## src/rtl/status_flag_unit.sv

```systemverilog
module status_flag_unit #(
  parameter int W  = 16,
  parameter int BW = 8,
  parameter int CW = 4
) (
  input  logic          clk,
  input  logic          rst_n,
  input  logic          op_valid,
  input  logic [2:0]    op_code,
  input  logic          byte_mode,
  input  logic [W-1:0]  src_a,
  input  logic [W-1:0]  dst_b,
  input  logic [W-1:0]  result,
  input  logic          carry_in,
  input  logic [CW-1:0] shift_cnt,
  output logic          lgt_o,
  output logic          agt_o,
  output logic          eq_o,
  output logic          cy_o,
  output logic          ov_o,
  output logic          par_o
);
  localparam logic [2:0] OP_CMP = 3'd0, OP_ADD = 3'd1, OP_SUB = 3'd2, OP_SLA = 3'd3,
                         OP_SRT = 3'd4, OP_ABS = 3'd5, OP_DIV = 3'd6, OP_MOV = 3'd7;
  localparam logic [W-1:0] ALL1 = {W{1'b1}};

  logic word_only, bm, cnt_nz;
  assign word_only = (op_code == OP_SLA) || (op_code == OP_SRT) || (op_code == OP_DIV);
  assign bm        = byte_mode && !word_only;
  assign cnt_nz    = |shift_cnt;

  // operands narrowed: zero-extended for unsigned, sign-extended for signed views
  logic [W-1:0] a_u, b_u, r_u, a_s, r_s, b_s;
  assign a_u = bm ? {{(W-BW){1'b0}}, src_a[BW-1:0]} : src_a;
  assign b_u = bm ? {{(W-BW){1'b0}}, dst_b[BW-1:0]} : dst_b;
  assign r_u = bm ? {{(W-BW){1'b0}}, result[BW-1:0]} : result;
  assign a_s = bm ? {{(W-BW){src_a[BW-1]}}, src_a[BW-1:0]} : src_a;
  assign b_s = bm ? {{(W-BW){dst_b[BW-1]}}, dst_b[BW-1:0]} : dst_b;
  assign r_s = bm ? {{(W-BW){result[BW-1]}}, result[BW-1:0]} : result;

  logic a_m, b_m, r_m;
  assign a_m = a_s[W-1];
  assign b_m = b_s[W-1];
  assign r_m = r_s[W-1];

  logic is_cmp;
  logic [W-1:0] x_u, y_u, x_s, y_s;
  assign is_cmp = (op_code == OP_CMP);
  assign x_u = is_cmp ? a_u : r_u;
  assign y_u = is_cmp ? b_u : '0;
  assign x_s = is_cmp ? a_s : r_s;
  assign y_s = is_cmp ? b_s : '0;

  // arithmetic shift left: top n+1 bits of the operand must all match
  logic [W-1:0] sla_mask, sla_seg;
  assign sla_mask = ~(ALL1 >> ({1'b0, shift_cnt} + 5'd1));
  assign sla_seg  = dst_b & sla_mask;

  logic ov_val;
  always_comb begin
    case (op_code)
      OP_ADD:  ov_val = (a_m == b_m) && (r_m != b_m);
      OP_SUB:  ov_val = (a_m != b_m) && (r_m != b_m);
      OP_SLA:  ov_val = (sla_seg != '0) && (sla_seg != sla_mask);
      OP_ABS:  ov_val = bm ? (src_a[BW-1:0] == {1'b1, {(BW-1){1'b0}}})
                           : (src_a == {1'b1, {(W-1){1'b0}}});
      OP_DIV:  ov_val = dst_b >= src_a;
      default: ov_val = ov_o;
    endcase
  end

  logic upd_cmp, upd_cy, upd_ov, upd_par;
  assign upd_cmp = op_valid && (op_code != OP_DIV);
  assign upd_cy  = op_valid && ((op_code == OP_ADD) || (op_code == OP_SUB) || (op_code == OP_ABS) ||
                                (((op_code == OP_SLA) || (op_code == OP_SRT)) && cnt_nz));
  assign upd_ov  = op_valid && ((op_code == OP_ADD) || (op_code == OP_SUB) || (op_code == OP_ABS) ||
                                (op_code == OP_DIV) || ((op_code == OP_SLA) && cnt_nz));
  assign upd_par = op_valid && bm;

  always_ff @(posedge clk or negedge rst_n) begin
    if (!rst_n) begin
      lgt_o <= 1'b0; agt_o <= 1'b0; eq_o <= 1'b0;
      cy_o  <= 1'b0; ov_o  <= 1'b0; par_o <= 1'b0;
    end else begin
      if (upd_cmp) begin
        lgt_o <= x_u > y_u;
        agt_o <= $signed(x_s) > $signed(y_s);
        eq_o  <= x_u == y_u;
      end
      if (upd_cy)  cy_o  <= carry_in;
      if (upd_ov)  ov_o  <= ov_val;
      if (upd_par) par_o <= ^(is_cmp ? src_a[BW-1:0] : result[BW-1:0]);
    end
  end

  a_r2_hold_idle: assert property (@(posedge clk) disable iff (!rst_n)
    !op_valid |=> $stable({lgt_o, agt_o, eq_o, cy_o, ov_o, par_o}));
  a_r3_cmp_keeps_cy_ov: assert property (@(posedge clk) disable iff (!rst_n)
    (op_valid && op_code == OP_CMP) |=> $stable({cy_o, ov_o}));
  a_r4_eq_excludes_gt: assert property (@(posedge clk) disable iff (!rst_n)
    eq_o |-> !(lgt_o || agt_o));
  a_r8_srt_keeps_ov: assert property (@(posedge clk) disable iff (!rst_n)
    (op_valid && op_code == OP_SRT) |=> $stable(ov_o));
  a_r9_abs_ov_only_minneg: assert property (@(posedge clk) disable iff (!rst_n)
    (op_valid && op_code == OP_ABS && !byte_mode && src_a != 16'h8000) |=> !ov_o);
  a_r10_div_only_ov: assert property (@(posedge clk) disable iff (!rst_n)
    (op_valid && op_code == OP_DIV) |=> $stable({lgt_o, agt_o, eq_o, cy_o, par_o}));
  a_r11_word_keeps_par: assert property (@(posedge clk) disable iff (!rst_n)
    (op_valid && !byte_mode) |=> $stable(par_o));
  a_r7_sla_zero_count: assert property (@(posedge clk) disable iff (!rst_n)
    (op_valid && op_code == OP_SLA && shift_cnt == '0) |=> $stable({cy_o, ov_o}));
endmodule

```

## config.mk

```make
export PLATFORM = sky130hd
export DESIGN_NAME = status_flag_unit
export DESIGN_NICKNAME = d
export VERILOG_FILES = /design/src/rtl/status_flag_unit.sv
export SDC_FILE = /design/constraint.sdc
export NUM_CORES = 1
export LEC_CHECK = 0
export BUFFER_PORTS_ARGS = -buffer_cell sky130_fd_sc_hd__buf_4
export CORE_ASPECT_RATIO = 1.25
export CORE_MARGIN = 1
export CORE_UTILIZATION = 30
export DETAILED_ROUTE_END_ITERATION = 12
export GPL_TIMING_DRIVEN = 0
export PLACE_DENSITY = 0.51
export SKIP_LAST_GASP = 1
export SYNTH_ARGS = -nofsm -noshare
export SYNTH_HDL_FRONTEND = slang
export SYNTH_SLANG_ARGS = --single-unit
```

## constraint.sdc

```tcl
create_clock -name clk -period 1.05 [get_ports clk]
set_input_delay 0.1575 -clock clk [delete_from_list [all_inputs] [get_ports clk]]
set_output_delay 0.1575 -clock clk [all_outputs]
set_load 0.05 [all_outputs]
```

# Word-level counts from Yosys, hierarchy flattened
# Index checks and enable logic that the tools add are counted.
[word_totals]
in_bits = 60
out_inout_bits = 6
ff_bits = 6
[classes]
order_cmp = 3
n_reduce_logical = 24
shifts = 1
add_sub_neg = 1
mux = 13
n_eq_ne = 14
bitwise_logic = 2
[op_table]
columns = ["op", "count"]
rows = [
  ["2-to-1 mux 16 bit", 10],
  ["greater-than comparator 16 bit", 2],
  ["bitwise AND 16 bit", 1],
  ["== test 16 bit", 1],
  ["== test 16 bit (second input constant)", 1],
  ["greater-or-equal comparator 16 bit", 1],
  ["inequality test 16 bit", 1],
  ["inverter 16 bit", 1],
  ["nonzero test 16 bit", 1],
  ["right shift 16 x 5 -> 16 bit (first input constant)", 1],
  ["logical AND 1 bit", 10],
  ["== test 3 bit (second input constant)", 3],
  ["== test 8 bit (second input constant)", 1],
  ["2-to-1 mux 8 bit", 1],
  ["XOR reduction 8 bit", 1],
  ["logical OR 1 bit", 7],
  ["== test 3 x 2 -> 1 bit (second input constant)", 2],
  ["adder 4 x 1 -> 5 bit (second input constant)", 1],
  ["one-hot mux 1 bit (5 select lines)", 1],
  ["nonzero test 5 bit", 1],
  ["OR reduction 4 bit", 1],
  ["== test 3 x 1 -> 1 bit (second input constant)", 1],
  ["zero test 3 bit", 1],
  ["inequality test 3 bit (second input constant)", 1],
  ["other kinds (5)", 6],
]

# Logic depth before layout (Yosys ltp)
[logic_depth]
depth_word = 9
mapped_depth = 13

# Worst setup path before layout
# OpenSTA, ideal clock, no wires.
[synth_timing]
path_type = "input-to-reg"
from = "input op_code[2]"
to = "register agt_o"
n_path_buf = 3
t_required_ns = 0.915
slack_ns = -1.696
cell_stages = 13
arrival_ns = 2.611
setup_time_ns = 0.135
path_cell_list = "nor3_4 buf_6 clkbuf_1 clkbuf_1 nand2_1 ha_1 nor2b_1 o21ai_0 nand2b_1 a21oi_1 o21ai_0 a2111oi_0 o31ai_1"
[synth_between]
elab_chain_cells = 8
[synth_rtl]
columns = ["item", "line_no", "text"]
rows = [
  ["start: declaration", "9", "input logic [2:0] op_code,"],
  ["== test 3 x 2 -> 1 bit / == test 3 bit (equally long branches)", "28", "assign word_only = (op_code == OP_SLA) || (op_code == OP_SRT) || (op_code == OP_DIV);"],
  ["logical OR 1 bit (2 in series)", "28", ""],
  ["zero test 1 bit", "29", "assign bm = byte_mode && !word_only;"],
  ["logical AND 1 bit", "29", ""],
  ["2-to-1 mux 16 bit (on tied branches)", "39, 37, 38", ""],
  ["2-to-1 mux 16 bit (on tied branches)", "51, 52", ""],
  ["greater-than comparator 16 bit", "87", "agt_o <= $signed(x_s) > $signed(y_s);"],
  ["end signal: assignment", "87", ""],
  ["end: declaration", "17", "output logic agt_o,"],
]
# Several ways; a longest one is shown, not always the timed one.
# A chain may end at the register's enable or synchronous reset.

# Final worst setup path
# Same ends and word-level chain as after synthesis.

==> results list <==
* Outcome: finished, violations left
* Violations in the final reports: negative setup slack
- Global routing consumed, over all layers together, 21.65% of the routing resources.
- Placer congestion estimate: 0.8782
- Synth async-reset ratio: 100.0%
- WHS Path Cells: 2
* Total via count after detailed routing: about 2800
* Clock latency on the worst-skew pair: 0.22 ns
* Number of distinct standard cells referenced by the synthesized netlist: 55
* Number of antenna-violating nets in the routed design: 0
- In this run the cell area of the synthesized design comes to between 2000 and 2500 um^2.
* Post-Synthesis Net Count: roughly 420
- The worst register-to-register path begins at par_o$_DFFE_PN0P_.
- After clock tree synthesis, the clock-pin slew on the worst setup and hold paths is about 0.040 ns.
- For this run, the number of standard cells in the final layout without fillers is 503.
- Maximum resistive drop on vdd: 0.8200 mV
- Across the routed clock network, the largest skew measured is 0 ns.
- Worst setup SP type: input pin
- The first global-routing pass estimated 13610 um of wire.
* Number of storage elements in the synthesis netlist: 6
- The worst pin sits at a relative slew slack of 59.98%.
- The die covers 8001 um^2.
- On the final layout, the worst hold slack is approximately 0.18 ns.
* Number of global-route vias before repair: 2763
- The worst setup path is captured at a flop.
- Number of buffers between clock root and the deepest sink: 2
* Hold crit path type: input pin to flop
- Min-delay src: carry_in
* Initial Util: 30.99%
- R2R setup slack: 0.31 ns
- For this design the static power due to leakage is about 1.6 nW.
* Area Growth Syn to Fin: 58.10%
- Counting I/O delays and the setup requirement, the final critical path takes 2.173 ns.
- Worst-path fanout max: 10
- The endpoint identified for the worst register-to-register timing path is par_o$_DFFE_PN0P_.
- Dpl hpwl: 6542 um
- Final sum of negative setup slack: -4.656 ns
* Worst EP arrival: between 2 and 2.5 ns
- Worst slew pin tran: a little under 0.6 ns
* Total routed wirelength: 8495 um
- Number of port buffers: 64
* Required time of the critical path: 1.17 ns
- H-Tree Level Count: 1
- Iter 0 DRT Violations: 112
* Multi-input gate area in the final layout: 2336 um^2
- Measured along the x axis, the die boundary spans 80.21 um.
- Final setup violation count: 6
- Power density over the cells: 690.3 nW/um^2
- Summing all flip-flop and latch instances after layout gives 150.1 um^2.
- Final antenna diode count: 0
* Layout cell share with drive strength beyond 1: 40.39%
- After floorplanning, the core was divided into 35 placement rows.
* Top achievable clock speed: between 400 and 500 MHz
- The setup path with the least slack is of type input pin to flop.
- After synthesis, flip-flops and latches occupy 6.547% of the total area.
- In this run, synthesis inferred 0 flip-flops with an integrated enable.
* Worst Hold End: cy_o$_DFFE_PN0P_
* Number of hold-slack violations in the final timing report: 0
- Placed Instances: 478
* Placeable core region: 7401 um^2
- The root buffer cell chosen for the clock tree is sky130_fd_sc_hd__clkbuf_8.
- Average cell area after synthesis: a little over 7 um^2
- Max Cap Viol: 0
- Share of the cycle needed by the critical path after routing: 207.0%
- Max-slew violation total from the final report: 0
- Post-Synthesis Cells: 322
- Unrepaired setup endpoints after global routing: true
- The Yosys step of the flow raised 0 warnings.
- Dividing the detail-routed via count by the number of cells gives 5.602.
- After the last flow step, the layout net total stands at a little over 500.
- For this run the aggregate overflow at the end of global routing stands at 0.
* Fill cells: 740
- TritonCTS built the clock tree.
* Main synth FF type: sky130_fd_sc_hd__dfrtp_1
- Routed length per placed instance: approximately 17 um
- Vertical die dimension: 99.76 um
- Top Ports: 66
* Length in cells of the worst reg-to-reg path: 1
- Number of antenna violations at the first check in global routing: 0
* Worst Setup Slack, final: -1.123 ns
* Maximum number of pins on one net before global-route repair: 11
* Count of TritonRoute iterations in the first routing pass: 5
- DRC errors left: 0
- The number of clock buffers added by TritonCTS is 3.
* Clk sink count: 6
metal layers:
| layer | wire length [um] | vias up | global-route usage [%] | part of all wire [%] |
|---|---|---|---|---|
| li1 | - | 1389 | - | - |
| met1 | 3615 | 1335 | 26.70 | 43 |
| met2 | 4266 | 78 | 38.20 | 50 |
| met3 | 367 | 16 | 2.202 | 4.3 |
| met4 | 245 | 0 | 8.104 | 2.9 |
| met5 | 0 | - | 0 | 0 |
logic make-up after synthesis:
kind of cell	after synthesis	share of synthesized area, %
AOI/OAI and AO/OA	100	27.82
xor gates and xnor gates	6	3.274
adders and majority gates	40	21.82
buffers and inverters	36	6.655
DFF	6	6.546
muxes	18	8.674
and+or+nand+nor	116	25.20
registers in the layout, indices dropped and copies added, names as in the netlist:
register / cells
agt_o: 1
lgt_o: 1
eq_o: 1
par_o: 1
cy_o: 1
ov_o: 1
placed cells by master (no fill, tap or decap), types with 3 or more instances in the layout:
cell | Yosys | layout
sky130_fd_sc_hd__a21oi_1 | 24 | 16
sky130_fd_sc_hd__nand4_1 | 10 | 10
sky130_fd_sc_hd__o211ai_1 | 4 | 4
sky130_fd_sc_hd__ha_1 | 40 | 34
sky130_fd_sc_hd__clkbuf_16 | 0 | 4
sky130_fd_sc_hd__nand2_1 | 42 | 37
sky130_fd_sc_hd__a21o_1 | 15 | 15
sky130_fd_sc_hd__mux2_4 | 1 | 5
sky130_fd_sc_hd__o21ai_2 | 0 | 5
sky130_fd_sc_hd__inv_1 | 21 | 19
sky130_fd_sc_hd__o21ai_0 | 30 | 19
sky130_fd_sc_hd__nor2b_1 | 5 | 3
sky130_fd_sc_hd__a21oi_2 | 0 | 8
sky130_fd_sc_hd__o21ai_1 | 1 | 7
sky130_fd_sc_hd__buf_8 | 0 | 6
sky130_fd_sc_hd__clkbuf_8 | 0 | 4
sky130_fd_sc_hd__nor3_1 | 6 | 5
sky130_fd_sc_hd__a31oi_1 | 4 | 4
sky130_fd_sc_hd__nand2_2 | 0 | 3
sky130_fd_sc_hd__nand3_1 | 8 | 6
sky130_fd_sc_hd__mux2i_4 | 0 | 4
sky130_fd_sc_hd__a211o_1 | 3 | 3
sky130_fd_sc_hd__buf_6 | 1 | 5
sky130_fd_sc_hd__ha_4 | 0 | 4
sky130_fd_sc_hd__buf_4 | 2 | 78
sky130_fd_sc_hd__mux2i_2 | 1 | 3
sky130_fd_sc_hd__nand2b_1 | 4 | 3
sky130_fd_sc_hd__mux2_2 | 8 | 4
sky130_fd_sc_hd__nor2_1 | 23 | 21
sky130_fd_sc_hd__dfrtp_1 | 6 | 6
power by group:
part | leakage, nW | internal, W | switching, W
sequential | 0.0730 | 0.000283 | 0.0000270
combinational | 1.52 | 0.000874 | 0.000979
clock | 0.0216 | 0.000246 | 0.0000933
total | 1.62 | 0.00140 | 0.00110
worst max-delay path: stages:
cell and delay (ns):
sky130_fd_sc_hd__buf_8 0.10, sky130_fd_sc_hd__buf_8 0.13, sky130_fd_sc_hd__nand3b_1 0.18, sky130_fd_sc_hd__buf_4 0.15
sky130_fd_sc_hd__buf_4 0.13, sky130_fd_sc_hd__nand3_2 0.17, sky130_fd_sc_hd__a21o_1 0.16, sky130_fd_sc_hd__nand2_2 0.06
sky130_fd_sc_hd__ha_4 0.21, sky130_fd_sc_hd__buf_4 0.13, sky130_fd_sc_hd__and4_4 0.18, sky130_fd_sc_hd__a32oi_1 0.20
sky130_fd_sc_hd__o21ai_1 0.09, sky130_fd_sc_hd__o31ai_1 0.24
worst max path at each step:
| stage | start | to | slack (ns) | depth (start not counted) |
|---|---|---|---|---|
| final | op_code[2] | agt_o$_DFFE_PN0P_ | -1.12 | 14 |
| after global routing | op_code[2] | agt_o$_DFFE_PN0P_ | -1.26 | 13 |
| after floorplan | op_code[2] | agt_o$_DFFE_PN0P_ | -1.20 | 13 |
| after global placement | op_code[2] | agt_o$_DFFE_PN0P_ | -1.86 | 13 |
| after CTS | op_code[2] | agt_o$_DFFE_PN0P_ | -1.19 | 12 |
| after detailed placement | op_code[2] | agt_o$_DFFE_PN0P_ | -1.86 | 13 |
what timing repair did:
item                                    4_1_cts  5_1_grt
buffers inserted                             18        3
resized for setup                            56       34
cloned                                        1        0
endpoints found under the hold margin         6        0
endpoints found under the setup margin        6        6
pin swaps                                    20       31
hold buffers                                  1        0
cells in the mapped netlist (all sizes together) (2+ instances only):
| master | n | area share [%] |
|---|---|---|
| nor2b | 5 | 1.4 |
| buf | 5 | 1.6 |
| xnor2 | 3 | 1.5 |
| mux2i | 9 | 4.1 |
| a2111oi | 3 | 1.1 |
| xor2 | 2 | 0.76 |
| nand3b | 2 | 0.65 |
| nand3 | 8 | 1.7 |
| nand4b | 2 | 0.76 |
| a211o | 3 | 1.1 |
| dfrtp | 6 | 6.5 |
| and2 | 2 | 0.55 |
| nor3 | 7 | 2.0 |
| nor4 | 5 | 1.4 |
| a31oi | 4 | 1.1 |
| or3b | 3 | 1.1 |
| a21o | 15 | 4.9 |
| nand2b | 4 | 1.1 |
| o311ai | 2 | 0.76 |
| o22ai | 2 | 0.55 |
| nand2 | 42 | 6.9 |
| ha | 40 | 22 |
| inv | 22 | 3.6 |
| o21ai | 31 | 6.8 |
| nor2 | 23 | 3.8 |
| mux2 | 9 | 4.6 |
| clkbuf | 9 | 1.5 |
| a21oi | 24 | 5.2 |
| o211ai | 4 | 1.3 |
| nand4 | 10 | 2.7 |
stage by stage:
step | total power [W] | cell area [um^2] | utilization (%) | setup WS (ns)
6_report | 0.002503 | 3626 | 48.99 | -1.123
3_5_place_dp | 0.001835 | 2997 | 40.49 | -1.860
4_1_cts | 0.002397 | 3453 | 46.66 | -1.191
3_3_place_gp | 0.001827 | 2997 | 40.49 | -1.861
5_1_grt | 0.002700 | 3626 | 48.99 | -1.263
2_1_floorplan | 0.001279 | 2401 | - | -1.198
final cells by class:
| type | count | area share (%) |
|---|---|---|
| repair buffers | 87 | 19.63 |
| plain buffers | 13 | 5.003 |
| clock buffers | 3 | 1.139 |
| inverters | 22 | 2.484 |
| well taps | 92 | 3.175 |
| flip-flops and latches | 6 | 4.141 |
| multi-input cells | 280 | 64.42 |
No activity file was read; power rests on OpenSTA's default activity.
